`config.mk`:
```
export PLATFORM = sky130hd
export DESIGN_NAME = sar_link
export DESIGN_NICKNAME = d
export VERILOG_FILES = /design/src/rtl/sar_link_pkg.sv /design/src/rtl/sar_link_sync.sv /design/src/rtl/sar_link_ctrl.sv /design/src/rtl/sar_link_tx.sv /design/src/rtl/sar_link.sv
export SDC_FILE = /design/constraint.sdc
export NUM_CORES = 1
export LEC_CHECK = 0
export BUFFER_PORTS_ARGS = -buffer_cell sky130_fd_sc_hd__buf_2
export CAP_MARGIN = 15
export CELL_PAD_IN_SITES_DETAIL_PLACEMENT = 0
export CELL_PAD_IN_SITES_GLOBAL_PLACEMENT = 1
export CORE_MARGIN = 3
export CORE_UTILIZATION = 45
export CTS_BUF_LIST = sky130_fd_sc_hd__clkbuf_4
export DETAILED_ROUTE_END_ITERATION = 8
export PLACE_DENSITY = 0.82
export SYNTH_ARGS = -nofsm -noshare
export SYNTH_HDL_FRONTEND = slang
export SYNTH_SLANG_ARGS = --single-unit
```
`constraint.sdc`:
```
create_clock -name clk_i -period 2.04 [get_ports clk_i]
set_input_delay 0.204 -clock clk_i [delete_from_list [all_inputs] [get_ports clk_i]]
set_output_delay 0.204 -clock clk_i [all_outputs]
set_load 0.02 [all_outputs]
```
`src/rtl/sar_link_pkg.sv`:
```
package sar_link_pkg;
  typedef enum logic [1:0] {CS_IDLE, CS_CONV, CS_DOWN, CS_WAKE} conv_st_e;
  typedef enum logic [1:0] {TX_OFF, TX_SHIFT, TX_HOLD} tx_st_e;
endpackage

```
`src/rtl/sar_link_sync.sv`:
```
module sar_link_sync #(
  parameter int   STAGES  = 2,
  parameter logic RST_VAL = 1'b0
) (
  input  logic clk_i,
  input  logic rst_ni,
  input  logic d_i,
  output logic lvl_o,
  output logic prev_o
);
  logic [STAGES-1:0] sh_q;
  logic              prev_q;

  always_ff @(posedge clk_i or negedge rst_ni) begin
    if (!rst_ni) begin
      sh_q   <= {STAGES{RST_VAL}};
      prev_q <= RST_VAL;
    end else begin
      sh_q   <= {sh_q[STAGES-2:0], d_i};
      prev_q <= sh_q[STAGES-1];
    end
  end

  assign lvl_o  = sh_q[STAGES-1];
  assign prev_o = prev_q;
endmodule

```
`src/rtl/sar_link_ctrl.sv`:
```
module sar_link_ctrl import sar_link_pkg::*; #(
  parameter int CONV_CYC = 800,
  parameter int WAKE_CYC = 600
) (
  input  logic     clk_i,
  input  logic     rst_ni,
  input  logic     cnv_lvl_i,
  input  logic     cnv_rise_i,
  input  logic     cnv_fall_i,
  output logic     busy_o,
  output logic     eoc_o,
  output conv_st_e st_o
);
  localparam int MAXC  = (CONV_CYC > WAKE_CYC) ? CONV_CYC : WAKE_CYC;
  localparam int CNT_W = $clog2(MAXC + 1);

  conv_st_e         st_q;
  logic [CNT_W-1:0] cnt_q;
  logic             pend_q;

  assign eoc_o  = (st_q == CS_CONV) && (cnt_q == '0);
  assign busy_o = (st_q == CS_CONV) || ((st_q == CS_WAKE) && pend_q);
  assign st_o   = st_q;

  always_ff @(posedge clk_i or negedge rst_ni) begin
    if (!rst_ni) begin
      st_q   <= CS_IDLE;
      cnt_q  <= '0;
      pend_q <= 1'b0;
    end else begin
      unique case (st_q)
        CS_IDLE: if (cnv_fall_i) begin
          st_q  <= CS_CONV;
          cnt_q <= CNT_W'(CONV_CYC - 1);
        end
        CS_CONV: begin
          if (cnt_q == '0) st_q <= cnv_lvl_i ? CS_IDLE : CS_DOWN;
          else             cnt_q <= cnt_q - 1'b1;
        end
        CS_DOWN: if (cnv_rise_i) begin
          st_q   <= CS_WAKE;
          cnt_q  <= CNT_W'(WAKE_CYC - 1);
          pend_q <= 1'b0;
        end
        CS_WAKE: begin
          if (cnt_q == '0) begin
            pend_q <= 1'b0;
            if (pend_q || cnv_fall_i) begin
              st_q  <= CS_CONV;
              cnt_q <= CNT_W'(CONV_CYC - 1);
            end else begin
              st_q <= CS_IDLE;
            end
          end else begin
            cnt_q <= cnt_q - 1'b1;
            if (cnv_fall_i) pend_q <= 1'b1;
          end
        end
        default: st_q <= CS_IDLE;
      endcase
    end
  end
endmodule

```
`src/rtl/sar_link_tx.sv`:
```
module sar_link_tx import sar_link_pkg::*; #(
  parameter int DATA_W   = 12,
  parameter int LEAD_W   = 4,
  parameter int HOLD_CYC = 4,
  localparam int FRAME_W = DATA_W + LEAD_W,
  localparam int IDX_W   = $clog2(FRAME_W)
) (
  input  logic              clk_i,
  input  logic              rst_ni,
  input  logic              eoc_i,
  input  logic [DATA_W-1:0] result_i,
  input  logic              sclk_fall_i,
  output logic              sdata_o,
  output logic              oe_o,
  output logic [IDX_W-1:0]  idx_o
);
  localparam int HCNT_W = $clog2(HOLD_CYC + 1);

  tx_st_e            st_q;
  logic [IDX_W-1:0]  idx_q;
  logic [HCNT_W-1:0] hcnt_q;
  logic [DATA_W-1:0] shadow_q;
  logic [FRAME_W-1:0] frame;
  logic [IDX_W-1:0]  pos;

  assign frame = {{LEAD_W{1'b0}}, shadow_q};
  assign pos   = IDX_W'(FRAME_W - 1) - idx_q;
  assign oe_o  = (st_q != TX_OFF);
  assign idx_o = idx_q;

  always_comb begin
    unique case (st_q)
      TX_SHIFT: sdata_o = frame[pos];
      TX_HOLD:  sdata_o = frame[0];
      default:  sdata_o = 1'b0;
    endcase
  end

  always_ff @(posedge clk_i or negedge rst_ni) begin
    if (!rst_ni) begin
      st_q     <= TX_OFF;
      idx_q    <= '0;
      hcnt_q   <= '0;
      shadow_q <= '0;
    end else begin
      unique case (st_q)
        TX_OFF: if (eoc_i) begin
          st_q  <= TX_SHIFT;
          idx_q <= '0;
        end
        TX_SHIFT: if (sclk_fall_i) begin
          // frame contents freeze at the first edge
          if (idx_q == '0) shadow_q <= result_i;
          if (idx_q == IDX_W'(FRAME_W - 1)) begin
            st_q   <= TX_HOLD;
            hcnt_q <= HCNT_W'(HOLD_CYC - 1);
          end else begin
            idx_q <= idx_q + 1'b1;
          end
        end
        TX_HOLD: begin
          if (hcnt_q == '0) st_q <= TX_OFF;
          else              hcnt_q <= hcnt_q - 1'b1;
        end
        default: st_q <= TX_OFF;
      endcase
    end
  end
endmodule

```
`src/rtl/sar_link.sv`:
```
module sar_link import sar_link_pkg::*; #(
  parameter int DATA_W      = 12,
  parameter int LEAD_W      = 4,
  parameter int CONV_CYC    = 800,
  parameter int WAKE_CYC    = 600,
  parameter int HOLD_CYC    = 4,
  parameter int SYNC_STAGES = 2
) (
  input  logic              clk_i,
  input  logic              rst_ni,
  input  logic              conv_start_i,
  input  logic              sclk_i,
  input  logic [DATA_W-1:0] sample_i,
  output logic              busy_o,
  output logic              sdata_o,
  output logic              sdata_oe_o
);
  localparam int FRAME_W = DATA_W + LEAD_W;
  localparam int IDX_W   = $clog2(FRAME_W);

  logic cnv_lvl, cnv_prev, cnv_rise, cnv_fall;
  logic sclk_lvl, sclk_prev, sclk_fall;
  logic eoc;
  conv_st_e conv_st;
  logic [DATA_W-1:0] result_q;
  logic [IDX_W-1:0]  tx_idx;

  sar_link_sync #(.STAGES(SYNC_STAGES), .RST_VAL(1'b1)) u_sync_cnv (
    .clk_i(clk_i), .rst_ni(rst_ni), .d_i(conv_start_i),
    .lvl_o(cnv_lvl), .prev_o(cnv_prev)
  );

  sar_link_sync #(.STAGES(SYNC_STAGES), .RST_VAL(1'b0)) u_sync_sclk (
    .clk_i(clk_i), .rst_ni(rst_ni), .d_i(sclk_i),
    .lvl_o(sclk_lvl), .prev_o(sclk_prev)
  );

  assign cnv_rise  =  cnv_lvl  & ~cnv_prev;
  assign cnv_fall  = ~cnv_lvl  &  cnv_prev;
  assign sclk_fall = ~sclk_lvl &  sclk_prev;

  sar_link_ctrl #(.CONV_CYC(CONV_CYC), .WAKE_CYC(WAKE_CYC)) u_ctrl (
    .clk_i(clk_i), .rst_ni(rst_ni),
    .cnv_lvl_i(cnv_lvl), .cnv_rise_i(cnv_rise), .cnv_fall_i(cnv_fall),
    .busy_o(busy_o), .eoc_o(eoc), .st_o(conv_st)
  );

  always_ff @(posedge clk_i or negedge rst_ni) begin
    if (!rst_ni)  result_q <= '0;
    else if (eoc) result_q <= sample_i;
  end

  sar_link_tx #(.DATA_W(DATA_W), .LEAD_W(LEAD_W), .HOLD_CYC(HOLD_CYC)) u_tx (
    .clk_i(clk_i), .rst_ni(rst_ni), .eoc_i(eoc), .result_i(result_q),
    .sclk_fall_i(sclk_fall), .sdata_o(sdata_o), .oe_o(sdata_oe_o), .idx_o(tx_idx)
  );
endmodule

```
Word-level counts from Yosys, hierarchy flattened
Index checks and enable logic that the tools add are counted.
W data, S select, Z words.
- muxes and demuxes: 33
- shifts and indexed selects: 0
- multipliers: 0
- div/mod/pow operators: 0
- add/sub/neg operators: 4
- equal/unequal tests: 19
- order comparisons: 1
- bitwise operators: 6
- reductions and logical operators: 20
- operators with widths (cell ; number):
    $mux W10 ; 5
    $pmux W10 S4 ; 1
    $reduce_and A4 Y1 ; 5
    $mux W2 ; 9
    $ne A2 B2 Y1 const B ; 8
    $mux W4 ; 3
    $logic_not A10 Y1 ; 1
    $sub A10 B1 Y10 const B ; 1
    $mux W3 ; 3
    $pmux W2 S4 ; 1
    $pmux W4 S2 ; 1
    $reduce_bool A2 Y1 ; 4
    $eq A2 B2 Y1 const B ; 3
    $ne A2 B1 Y1 const B ; 3
    $pmux W2 S3 ; 1
    $pmux W3 S2 ; 1
    $reduce_and A3 Y1 ; 2
    $lt A4 B5 Y1 const B ; 1
    $mux W1 ; 5
    $add A4 B1 Y4 const B ; 1
    $bmux W1 S4 ; 1
    $eq A2 B1 Y1 const B ; 2
    $eq A4 B4 Y1 const B ; 1
    $logic_not A2 Y1 ; 2
    11 further kinds ; 18
- bits in writable memories: 0
- memories kept: 0
- latch bits: 0
- logic and storage cells: 95
- bits in read-only memories: 0
- output and inout port bits: 3
- register bits: 52

Longest topological paths before layout
Gate-level depths: netlist of the first run.
- word-level depth: 6
- mapped depth: 7

Modules after synthesis
Synthesis of the first run repeated with hierarchy kept, for this count alone.
- cells, all modules: 230
- area total of the unflattened synthesis: 2698.8 um^2
- modules (own cells, without submodules) (module ; area each (um^2) ; instances ; cells each ; sequential area each (um^2)):
    sar_link_tx ; 1169.9 ; 1 ; 103 ; 525.5
    sar_link_ctrl ; 872.1 ; 1 ; 93 ; 325.3
    sar_link ; 503.0 ; 1 ; 28 ; 300.3
    sar_link_sync at u_sync_cnv ; 78.8 ; 1 ; 3 ; 78.8
    sar_link_sync at u_sync_sclk ; 75.1 ; 1 ; 3 ; 75.1

Least setup slack after synthesis of the first run
OpenSTA, ideal clock, no wires.
- path kind: flip-flop to flip-flop
- from: register u_tx.idx_q[0] (netlist: u_tx.idx_o[0])
- to: register u_tx.shadow_q[0]
- setup slack: 114 ps
- stages on the path, launching flop included: 8
- clock period less this slack: 1926 ps
- library setup time: 125 ps
- arrival time: 1801 ps
- path through: dfrtp_1 -> clkbuf_1 -> inv_1 -> ha_1 -> inv_1 -> or4b_4 -> buf_2 -> mux2_2
- word-level cells in the longest chain between the ends: 2
- ends and longest elaborated chain (element ; line ; source):
    from (decl) ; sar_link_tx.sv:20 ; logic [IDX_W-1:0] idx_q;
    from (signal assigned) ; sar_link_tx.sv:58 ; idx_q <= idx_q + 1'b1;
    $logic_not A4 Y1 ; sar_link_tx.sv:53 ; if (idx_q == '0) shadow_q <= result_i;
    $reduce_and A3 Y1 (no source line) ; n/a ;
    to (signal assigned) ; sar_link_tx.sv:53 ;
    to (decl) ; sar_link_tx.sv:22 ; logic [DATA_W-1:0] shadow_q;
No other way between the ends.
A chain may end at the register's enable or synchronous reset.

Worst setup path in the final report of the first run
- from: register u_tx.idx_q[0] (netlist: u_tx.idx_o[0])
- to: output sdata_o
- word-level cells in the longest chain between the ends: 4
- ends and longest elaborated chain (element ; line ; source):
    $sub A4 B4 Y4 ; sar_link_tx.sv:27 ; assign pos = IDX_W'(FRAME_W - 1) - idx_q;
    $bmux W1 S4 ; sar_link_tx.sv:33 ; TX_SHIFT: sdata_o = frame[pos];
    $mux W1 (implied by the code) ; sar_link_tx.sv:33 ;
    $pmux W1 S2 ; sar_link_tx.sv:32 ; unique case (st_q)
    to (decl) ; sar_link.sv:15 ; output logic sdata_o,
No other way between the ends. The select of a mux whose other input is x is not followed.

==> results of run 1 <==
[through the flow]
| stage | util [%] | total power [mW] | worst slack (ns) | TNS [ns] |
|---|---|---|---|---|
| after detailed placement | 50.8 | 2.31 | 0.149 | 0 |
| final | 52.9 | 2.79 | -0.0878 | -0.0878 |
| after global placement | 50.8 | 2.29 | 0.182 | 0 |
| after CTS | 52.7 | 2.82 | -0.109 | -0.109 |
| after global routing | 52.9 | 3.01 | -0.216 | -0.216 |
| after floorplan | - | 2.08 | 0.114 | 0 |
[report_power, final]
group	switching [mW]	internal, mW
sequential	0.185	1.25
clock	0.353	0.145
combinational	0.425	0.437
[Yosys cell counts (2+ instances only)]
master and instances:
nor4b_1 2, a21o_1 2, ha_1 8, o21a_1 4
mux4_2 3, or2_2 2, inv_1 16, nor3b_1 2
or3_1 3, nand2_1 13, mux2_2 27, a21oi_1 6
nor2b_1 4, clkbuf_1 5, o31ai_1 2, mux2i_1 2
dfstp_2 3, and3_2 2, nand3_1 3, dfrtp_1 49
nand4_1 4, o211ai_1 3, o21ai_0 13, a32oi_1 3
and3_1 2, nor2_1 11
[worst max-delay path: stages (launching register included)]
cell and delay [ns]:
dfrtp_2 0.45, mux4_2 0.52, a32oi_1 0.19, o21ai_1 0.10
and2_1 0.15, buf_6 0.13
[cell type report]
cell class	count	area [sq um]
Clock inverter	3	27.5
Clock buffer	5	37.5
Sequential cell	52	1310
Tap cell	72	90.1
Timing Repair Buffer	32	211
Multi-Input combinational cell	148	1210
Inverter	18	70.1
Fill cell	502	2620
[timing repair]
| action | 4_1_cts | 5_1_grt |
|---|---|---|
| setup endpoints to repair | 1 | 1 |
| hold buffers | 3 | 1 |
| endpoints found under the hold margin | 51 | 1 |
| pin swaps | 2 | 1 |
| setup buffers | 1 | 0 |
| gates resized for setup | 4 | 0 |
[worst max-delay path by stage]
stage                   from          endpoint  slack [ns]
2_1_floorplan  u_tx.idx_o[0]  u_tx.shadow_q[0]        0.11
3_3_place_gp   u_tx.idx_o[0]           sdata_o        0.18
3_5_place_dp   u_tx.idx_o[0]           sdata_o        0.15
4_1_cts        u_tx.idx_o[0]           sdata_o       -0.11
5_1_grt        u_tx.idx_o[0]           sdata_o       -0.22
6_report       u_tx.idx_o[0]           sdata_o       -0.09
[state kept, by name (all words and copies together) (netlist names), 2 cells and up, named ones only]
| register | cells |
|---|---|
| u_tx.st_q | 2 |
| u_tx.hcnt_q | 3 |
| u_sync_cnv.sh_q | 2 |
| u_tx.shadow_q | 12 |
| u_ctrl.cnt_q | 10 |
| u_tx.idx_o | 4 |
| result_q | 12 |
| u_sync_sclk.sh_q | 2 |
[cells by family (layout without fill, tap and decap cells)]
| logic type | after synthesis | in the layout | synth area share (%) |
|---|---|---|---|
| xor+xnor | 1 | 1 | 0.335 |
| simple gates | 59 | 59 | 14.1 |
| mux | 32 | 32 | 15.0 |
| buf+inv | 25 | 58 | 4.02 |
| flops | 52 | 52 | 49.9 |
| compound gates | 48 | 48 | 13.0 |
| fa+ha+maj | 8 | 8 | 3.82 |
[routing by layer]
layer  wire [microns]  vias to the layer above
met2             1980                       27
met5                0                        -
met3              198                        5
met4               65                        0
met1             2320                      866
li1                 -                      885
==> results by group, run 1 <==
Setup path
  – WS Path Type: reg -> out
  – Critical path capture point type: output pin
  – Reg-to-reg endpoint: u_tx.shadow_q[2]
  – FF-to-FF path depth: 6
  – Worst Path Max Fanout: 4
  – CP Launch Type: flop
  – WP data arrival: 1.92 ns
  – RR Startpoint: u_tx.idx_o[0]
  – R2r setup slk: ~0.09 ns
  – CP required: around 1.8 ns

Placed design
  – Post-DP Area: 0.00283 sq mm
  – Port Buf Inserts: 18
  – Dpl cells: 317
  – DP HPWL: 3.19 mm
  – Placer Congestion: approximately 0.79

Logic synthesis
  – Syn avg cell area: between 10 and 15 sq um
  – Synth async-reset ratio: 100%
  – Largest cells by area after synthesis: dfrtp_1 47%, mux2_2 12%, ha_1 3.8%
  – Primary FF master, synth: dfrtp_1
  – Synth Net Count: about 250
  – Seq/Total Area, Yosys: 49.9%
  – #FFs+latches synth: 52
  – Synth Cell Area: 0.00262 sq mm
  – Post-synth EDFFs: 0
  – Synth warn: 0
  – Post-synth top area cell: dfrtp_1
  – Synth unique cells: 57
  – Post-synthesis cell count: 225
  – Post-synth top area share: 46.8%

Timing
  – Setup ws final: -0.0878 ns
  – WHS: about 0.028 ns
  – Setup violations, final: 1
  – Final Critical Period: around 2.1 ns
  – Setup Skew: between 0.01 and 0.015 ns
  – RSZ-0062 raised after global routing: true
  – F_max: between 400 and 500 MHz
  – Hold Vio Cnt, Final: 0
  – Max-slew violations: 0
  – Crit share post-route: 104%
  – Worst slew pin tran: ~0.64 ns
  – Rel. slew slack: 57.6%

Cells and area
  – Commonest non-fill, non-tap cell in the layout: dfrtp_1
  – Final non-filler cell area: around 0.003 sq mm
  – Area growth syn-to-layout: 12.7%
  – Inserted Diodes: 0
  – Commonest cells after routing, fill and taps aside: 48 x dfrtp_1, 27 x mux2_2, 17 x buf_2
  – Proportion of layout cells with a drive suffix above 1: about a third
  – Layout Cells excl Fill: 330
  – Nets@finish: 281

Die
  – Core Rows: 27
  – Die area: between 0.006 and 0.007 sq mm
  – CORE AREA: 0.00557 sq mm
  – Initial Util: a little under half
  – Top-level port count: 19
  – Die W: between 80 and 90 microns
  – Die H: ~82 microns

Global route
  – Most used routing layer: met2
  – Global-route wire length before repair: around 7.8 mm
  – Vias in the first global route: 1,700
  – M3 GR Usage: under 10%
  – GR Util met2: between 20% and 30%
  – Overall Global Routing Usage: between 10% and 20%
  – Gr ovfl total: 0
  – Pin count of the biggest net entering global routing: between 50 and 60
  – Initial antenna violation count: 0
  – Met1 GRT Util: a little over a fifth

Routing
  – Drt total wl: ~4.6 mm
  – Drt drc: 0
  – Drt pass-1 iters: 4
  – DR vias: 1,783
  – Drt wl/cell: roughly 14 microns
  – DR iter-0 viols: ~80
  – Vias per cell: roughly 5.4
  – Antenna Violating Nets Remaining: 0

Pwr
  – Peak VDD IR: 643 uV
  – Static leakage: roughly 1.3 nW
  – Power Density: around 950 mW/mm^2

Worst hold path
  – Worst Hold Depth: 2
  – HP Class: in -> reg
  – Worst min-delay path startpoint: sample_i[3]
  – WHS Endpoint: result_q[3]

Clocking
  – Clock Root Buffer: clkbuf_4
  – CTS Sinks: 52
  – Reg clk slew, reported paths: approximately 0.16 ns
  – TritonCTS clock tree: done
  – CTS Buf Count: 5
  – Clock latency on the worst-skew pair: roughly 0.39 ns
  – Htree depth: 2
  – Bufs on Longest Clock Path: 2

Status
  – Failing checks: setup timing
  – Status: finished with violations

Run
  – # Max-Cap Violations: 0
Power figures use the tool's default switching activity.
==> run 2, diff against run 1 <==
CORE_UTILIZATION = 50   (was 45)
PLACE_DENSITY = 0.86   (was 0.82)
clock period = 2.4 ns   (was 2.04 ns; I/O delays follow)
==> run 2 against run 1 <==
Effect of this change: the flow now finishes without violations; worst hold slack improved by 0.051 ns; first-iteration DRC count grew 32%; clock-buffer cell count unchanged; largest cell class unchanged.
==> results by group, run 2 (synthesis results as in run 1) <==
Status
  – Status: completed

Placed design
  – Placer Congestion: 0.824 (+4.5%)
  – Dpl cells: 310 (-2.2%)
  – Post-DP Area: 0.00281 sq mm (-0.75%)
  – DP HPWL: 3.25 mm (+1.6%)
  – Place WS: 0.453 ns (+0.304 ns)
  – Port Buf Inserts: 18 (unchanged)

Timing
  – Setup Skew: 0.0130 ns (+0.00184 ns)
  – Hold Vio Cnt, Final: 0 (unchanged)
  – Max-slew violations: 0 (unchanged)
  – Final Critical Period: between 2 and 2.5 ns
  – Setup TNS: 0 ns (+0.0878 ns)
  – Setup ws final: 0.141 ns (+0.229 ns)
  – Rel. slew slack: 57.4% (-0.19 points)
  – WHS: 0.0786 ns (+0.0507 ns)
  – Setup violations, final: 0 (-1)
  – F_max: about 440 MHz
  – RSZ-0062 raised after global routing: false
  – Crit share post-route: between 90% and 100%
  – Worst slew pin tran: 0.639 ns (+0.00291 ns)

Setup path
  – Worst Path Max Fanout: 7 (+3)
  – Critical path capture point type: output pin
  – CP cell instances: mux4_2 > a32oi_1 > o21ai_0 > and2_1 > buf_2
  – WS Path Type: reg -> out
  – CP required: 2.16 ns (+0.32 ns)
  – Slowest CP cell: mux4_2
  – WP data arrival: 2.02 ns (+0.10 ns)
  – Worst path max stage delay: 0.53 ns (about the same)
  – CP Launch Type: flop
  – Delay-heaviest family, CP: multiplexers
  – Buf/Inv on CP: 1 (unchanged)

Routing
  – Drt wl/cell: 14.4 microns (+3.8%)
  – Drt pass-1 iters: 4 (unchanged)
  – DR iter-0 viols: 107 (+32%)
  – Antenna Violating Nets Remaining: 0 (unchanged)
  – Drt total wl: 4.62 mm (+1.2%)
  – Drt drc: 0 (unchanged)
  – Vias per cell: 5.55 (+2.8%)
  – DR vias: 1,788 (+0.28%)

Clocking
  – Reg clk slew, reported paths: 0.17 ns (about the same)
  – Htree depth: 2 (unchanged)
  – CTS Sinks: 52 (unchanged)
  – Bufs on Longest Clock Path: 2 (unchanged)
  – Clock Root Buffer: clkbuf_4
  – Clock latency on the worst-skew pair: 0.37 ns (-0.02 ns)
  – CTS Buf Count: 5 (unchanged)
  – TritonCTS clock tree: done

Die
  – Top-level port count: 19 (unchanged)
  – Die area: 0.00614 sq mm (-9.3%)
  – Core Rows: 25 (-7.4%)
  – CORE AREA: 0.00488 sq mm (-12%)
  – Initial Util: 53.6% (+6.7 points)
  – Die W: 78.4 microns (-4.8%)
  – Die H: 78.4 microns (-4.8%)

Global route
  – Overall Global Routing Usage: 16.5% (+1.3 points)
  – Initial antenna violation count: 0 (unchanged)
  – Pin count of the biggest net entering global routing: 53 (unchanged)
  – Vias in the first global route: 1,700 (unchanged)
  – Global-route wire length before repair: 8.12 mm (+3.6%)
  – Gr ovfl total: 0 (unchanged)

Pwr
  – Power Density: 809 mW/mm^2 (-15%)
  – Power, Total: 2.36 mW (-16%)
  – Static leakage: 1.33 nW (-0.78%)
  – Peak VDD IR: 485 uV (-25%)

Cells and area
  – Area growth syn-to-layout: 11.3%
  – Nets@finish: 278 (-1.1%)
  – Top flop regs: result_q (12), u_tx.shadow_q (12), u_ctrl.cnt_q (10)
  – Commonest cells after routing, fill and taps aside: 48 x dfrtp_1, 27 x mux2_2, 18 x buf_2
  – # fillers: 441 (-12%)
  – Final core utilization: 59.7% (+6.8 points)
  – Final non-filler cell area: 0.00291 sq mm (-1.2%)
  – Proportion of layout cells with a drive suffix above 1: 31.8% (-0.41 points)
  – Layout Cells excl Fill: 322 (-2.4%)
  – Commonest non-fill, non-tap cell in the layout: dfrtp_1
  – Inserted Diodes: 0 (unchanged)

Run
  – # Max-Cap Violations: 0 (unchanged)

Worst hold path
  – HP Class: in -> reg
[run 2: cell types whose count changed in the layout (fill, tap and decap cells not counted), sizes merged]
cell / change
clkinv: -1
inv: +2
dlygate4sd3: -1
clkinvlp: -1
buf: -2
[run 2: cell type report]
type	instances	area (sq um)	share of cell area, %
repair buffers	29	180	6.18
multi-input cells	148	1210	41.4
clock inverters	3	28.8	0.988
flip-flops and latches	52	1310	44.8
clock buffers	5	37.5	1.29
inverters	18	70.1	2.40
well taps	67	83.8	2.88
[run 2: per-layer routing]
layer  global-route usage [%]  share of wire (%)
met5                        0                  0
met4                     4.72               0.82
met3                     3.44                3.9
met2                     24.8                 45
met1                     24.3                 50
[run 2: worst paths after layout]
check                                     from                  end  slack, ns  cells past startpoint
hold / removal                     sample_i[9]          result_q[9]       0.08                      2
max in group asynchronous               rst_ni        u_tx.idx_o[0]       1.46                      3
setup / recovery                 u_tx.idx_o[0]              sdata_o       0.14                      5
hold reg to reg            u_sync_sclk.sh_q[0]  u_sync_sclk.sh_q[1]       0.36                      0
min in group asynchronous               rst_ni     u_tx.shadow_q[1]       0.50                      3
setup reg to reg                 u_tx.idx_o[0]     u_tx.shadow_q[3]       0.41                      6
[run 2: timing repair]
item | in CTS | in global routing
endpoints found under the hold margin | 51 | 0
setup buffers | 0 | 1
setup endpoints to repair | 0 | 1
hold buffers | 3 | 0
gates resized for setup | 0 | 1
[run 2: where the power goes]
part / switching (mW) / leakage, nW / total (mW) / internal, mW
registers: 0.156 / 0.635 / 1.21 / 1.06
logic: 0.361 / 0.656 / 0.708 / 0.347
clock network: 0.303 / 0.0381 / 0.433 / 0.130
==> run 3, diff against run 2 <==
clock period = 2.1 ns   (was 2.4 ns; I/O delays follow)
==> run 3 against run 2 <==
Effect of this change: the run now ends with setup timing left; sequential share of layout area shrank 0.31 points; clock power is 8.5% higher; routed wire length is 4.5% higher; final cell count unchanged; combinational power rose by 18%; die area did not move; flip-flop and latch count unchanged; worst setup slack worse by 0.18 ns; register-to-register slack got worse by 0.37 ns; critical path type unchanged; critical endpoint unchanged; largest power group unchanged.
==> results by group, run 3 (synthesis results as in run 1) <==
Status
  – Status: finished with violations
  – Failing checks: setup timing

Placed design
  – Dpl cells: 309 (-0.32%)
  – Port Buf Inserts: 18 (unchanged)
  – Placer Congestion: 0.783 (-4.9%)
  – DP HPWL: 3.54 mm (+9.1%)
  – Place WS: 0.155 ns (-0.298 ns)
  – Post-DP Area: 0.00281 sq mm (+0.18%)

Timing
  – F_max: approximately 470 MHz
  – Max-slew violations: 0 (unchanged)
  – Setup Skew: 0.00933 ns (-0.00365 ns)
  – Worst slew pin tran: 0.548 ns (-0.0912 ns)
  – RSZ-0062 raised after global routing: true
  – Setup TNS: -0.0386 ns (-0.0386 ns)
  – Setup violations, final: 1 (+1)
  – Rel. slew slack: 63.3% (+5.9 points)
  – Hold Vio Cnt, Final: 0 (unchanged)
  – Setup ws final: -0.0386 ns (-0.180 ns)
  – Final Critical Period: around 2.1 ns
  – Crit share post-route: 102%
  – WHS: 0.0451 ns (-0.0335 ns)

Cells and area
  – Area growth syn-to-layout: 12.1%
  – # fillers: 419 (-5.0%)
  – Commonest non-fill, non-tap cell in the layout: dfrtp_1
  – Area of the multi-input gates: 0.00121 sq mm (+0.62%)
  – Top flop regs: result_q (12), u_tx.shadow_q (12), u_ctrl.cnt_q (10)
  – Reg area: 0.00131 sq mm (unchanged)
  – Proportion of layout cells with a drive suffix above 1: 31.8% (unchanged)
  – Layout Cells excl Fill: 322 (unchanged)
  – Final non-filler cell area: 0.00293 sq mm (+0.69%)
  – Nets@finish: 278 (unchanged)
  – Inserted Diodes: 0 (unchanged)
  – Final core utilization: 60.1% (+0.41 points)
  – Commonest cells after routing, fill and taps aside: 48 x dfrtp_1, 27 x mux2_2, 17 x buf_2

Global route
  – Overall Global Routing Usage: 17.5% (+0.94 points)
  – Initial antenna violation count: 0 (unchanged)
  – Gr ovfl total: 0 (unchanged)
  – Pin count of the biggest net entering global routing: 32 (-40%)
  – Vias in the first global route: 1,718 (+1.1%)
  – Global-route wire length before repair: 8.34 mm (+2.7%)

Routing
  – Drt drc: 0 (unchanged)
  – DR vias: 1,824 (+2.0%)
  – Drt total wl: 4.83 mm (+4.5%)
  – DR iter-0 viols: 119 (+11%)
  – Antenna Violating Nets Remaining: 0 (unchanged)
  – Drt pass-1 iters: 4 (unchanged)
  – Vias per cell: 5.66 (+2.0%)
  – Drt wl/cell: 15.0 microns (+4.5%)

Setup path
  – CP Launch Type: flop
  – Worst Path Max Fanout: 4 (-3)
  – Critical path capture point type: output pin
  – WP data arrival: 1.93 ns (-0.09 ns)
  – WS Path Type: reg -> out
  – CP required: 1.89 ns (-0.27 ns)

Clocking
  – CTS Buf Count: 5 (unchanged)
  – TritonCTS clock tree: done
  – Bufs on Longest Clock Path: 2 (unchanged)
  – Clock latency on the worst-skew pair: 0.38 ns (about the same)
  – Clock Root Buffer: clkbuf_4
  – CTS Sinks: 52 (unchanged)
  – Htree depth: 2 (unchanged)
  – Reg clk slew, reported paths: 0.16 ns (about the same)

Pwr
  – Static leakage: 1.33 nW (+0.26%)
  – Power, Total: 2.70 mW (+15%)
  – Peak VDD IR: 557 uV (+15%)
  – Power Density: 921 mW/mm^2 (+14%)

Die
  – Die area: 0.00614 sq mm (unchanged)
  – Die W: 78.4 microns (unchanged)
  – Top-level port count: 19 (unchanged)
  – Die H: 78.4 microns (unchanged)
  – Initial Util: 53.6% (unchanged)
  – CORE AREA: 0.00488 sq mm (unchanged)
  – Core Rows: 25 (unchanged)

Worst hold path
  – HP Class: in -> reg

Run
  – # Max-Cap Violations: 0 (unchanged)
-- run 3: where the power goes --
group          switching, mW  internal [mW]  total (mW)
combinational          0.435          0.402       0.837
sequential             0.187           1.21        1.40
clock                  0.334          0.136       0.470
total                  0.956           1.75        2.70
-- run 3: path summary, 6_finish.rpt --
| check | startpoint | to | slack, ns | cells past startpoint |
|---|---|---|---|---|
| max | u_tx.idx_o[0] | sdata_o | -0.04 | 6 |
| min | sample_i[4] | result_q[4] | 0.05 | 2 |
| max reg2reg | u_tx.idx_o[0] | u_tx.shadow_q[10] | 0.04 | 7 |
| min reg2reg | u_sync_cnv.sh_q[0] | u_sync_cnv.sh_q[1] | 0.37 | 0 |
| max in group asynchronous | rst_ni | u_sync_cnv.sh_q[0] | 1.17 | 3 |
| min in group asynchronous | rst_ni | u_tx.shadow_q[8] | 0.33 | 2 |
-- run 3: critical path: stages (launching register included) --
cell	delay (ns)
dfrtp_2	0.44
buf_4	0.13
mux4_2	0.48
mux2i_1	0.13
o21ai_1	0.09
and2_1	0.15
buf_6	0.13
-- run 3: repair_timing --
| action | CTS | global route |
|---|---|---|
| pin swaps | 2 | 1 |
| setup buffers | 1 | 1 |
| hold endpoints to repair | 21 | 0 |
| endpoints found under the setup margin | 1 | 7 |
| resized for setup | 4 | 2 |
| hold buffers | 3 | 0 |
-- run 3: layout make-up --
class,instances,share of cell area (%)
Sequential cell,52,44.5
Multi-Input combinational cell,148,41.4
Timing Repair Buffer,29,6.78
Tap cell,67,2.86
Inverter,18,2.39
Clock buffer,5,1.28
Clock inverter,3,0.768
-- run 3: routing by layer --
layer  track usage (%)  up-vias  part of all wire [%]
li1                  -      878                     -
met1              26.0      899                    49
met2              25.4       40                    46
met3              3.44        7                   4.0
met4              6.29        0                   1.5
met5                 0        -                     0
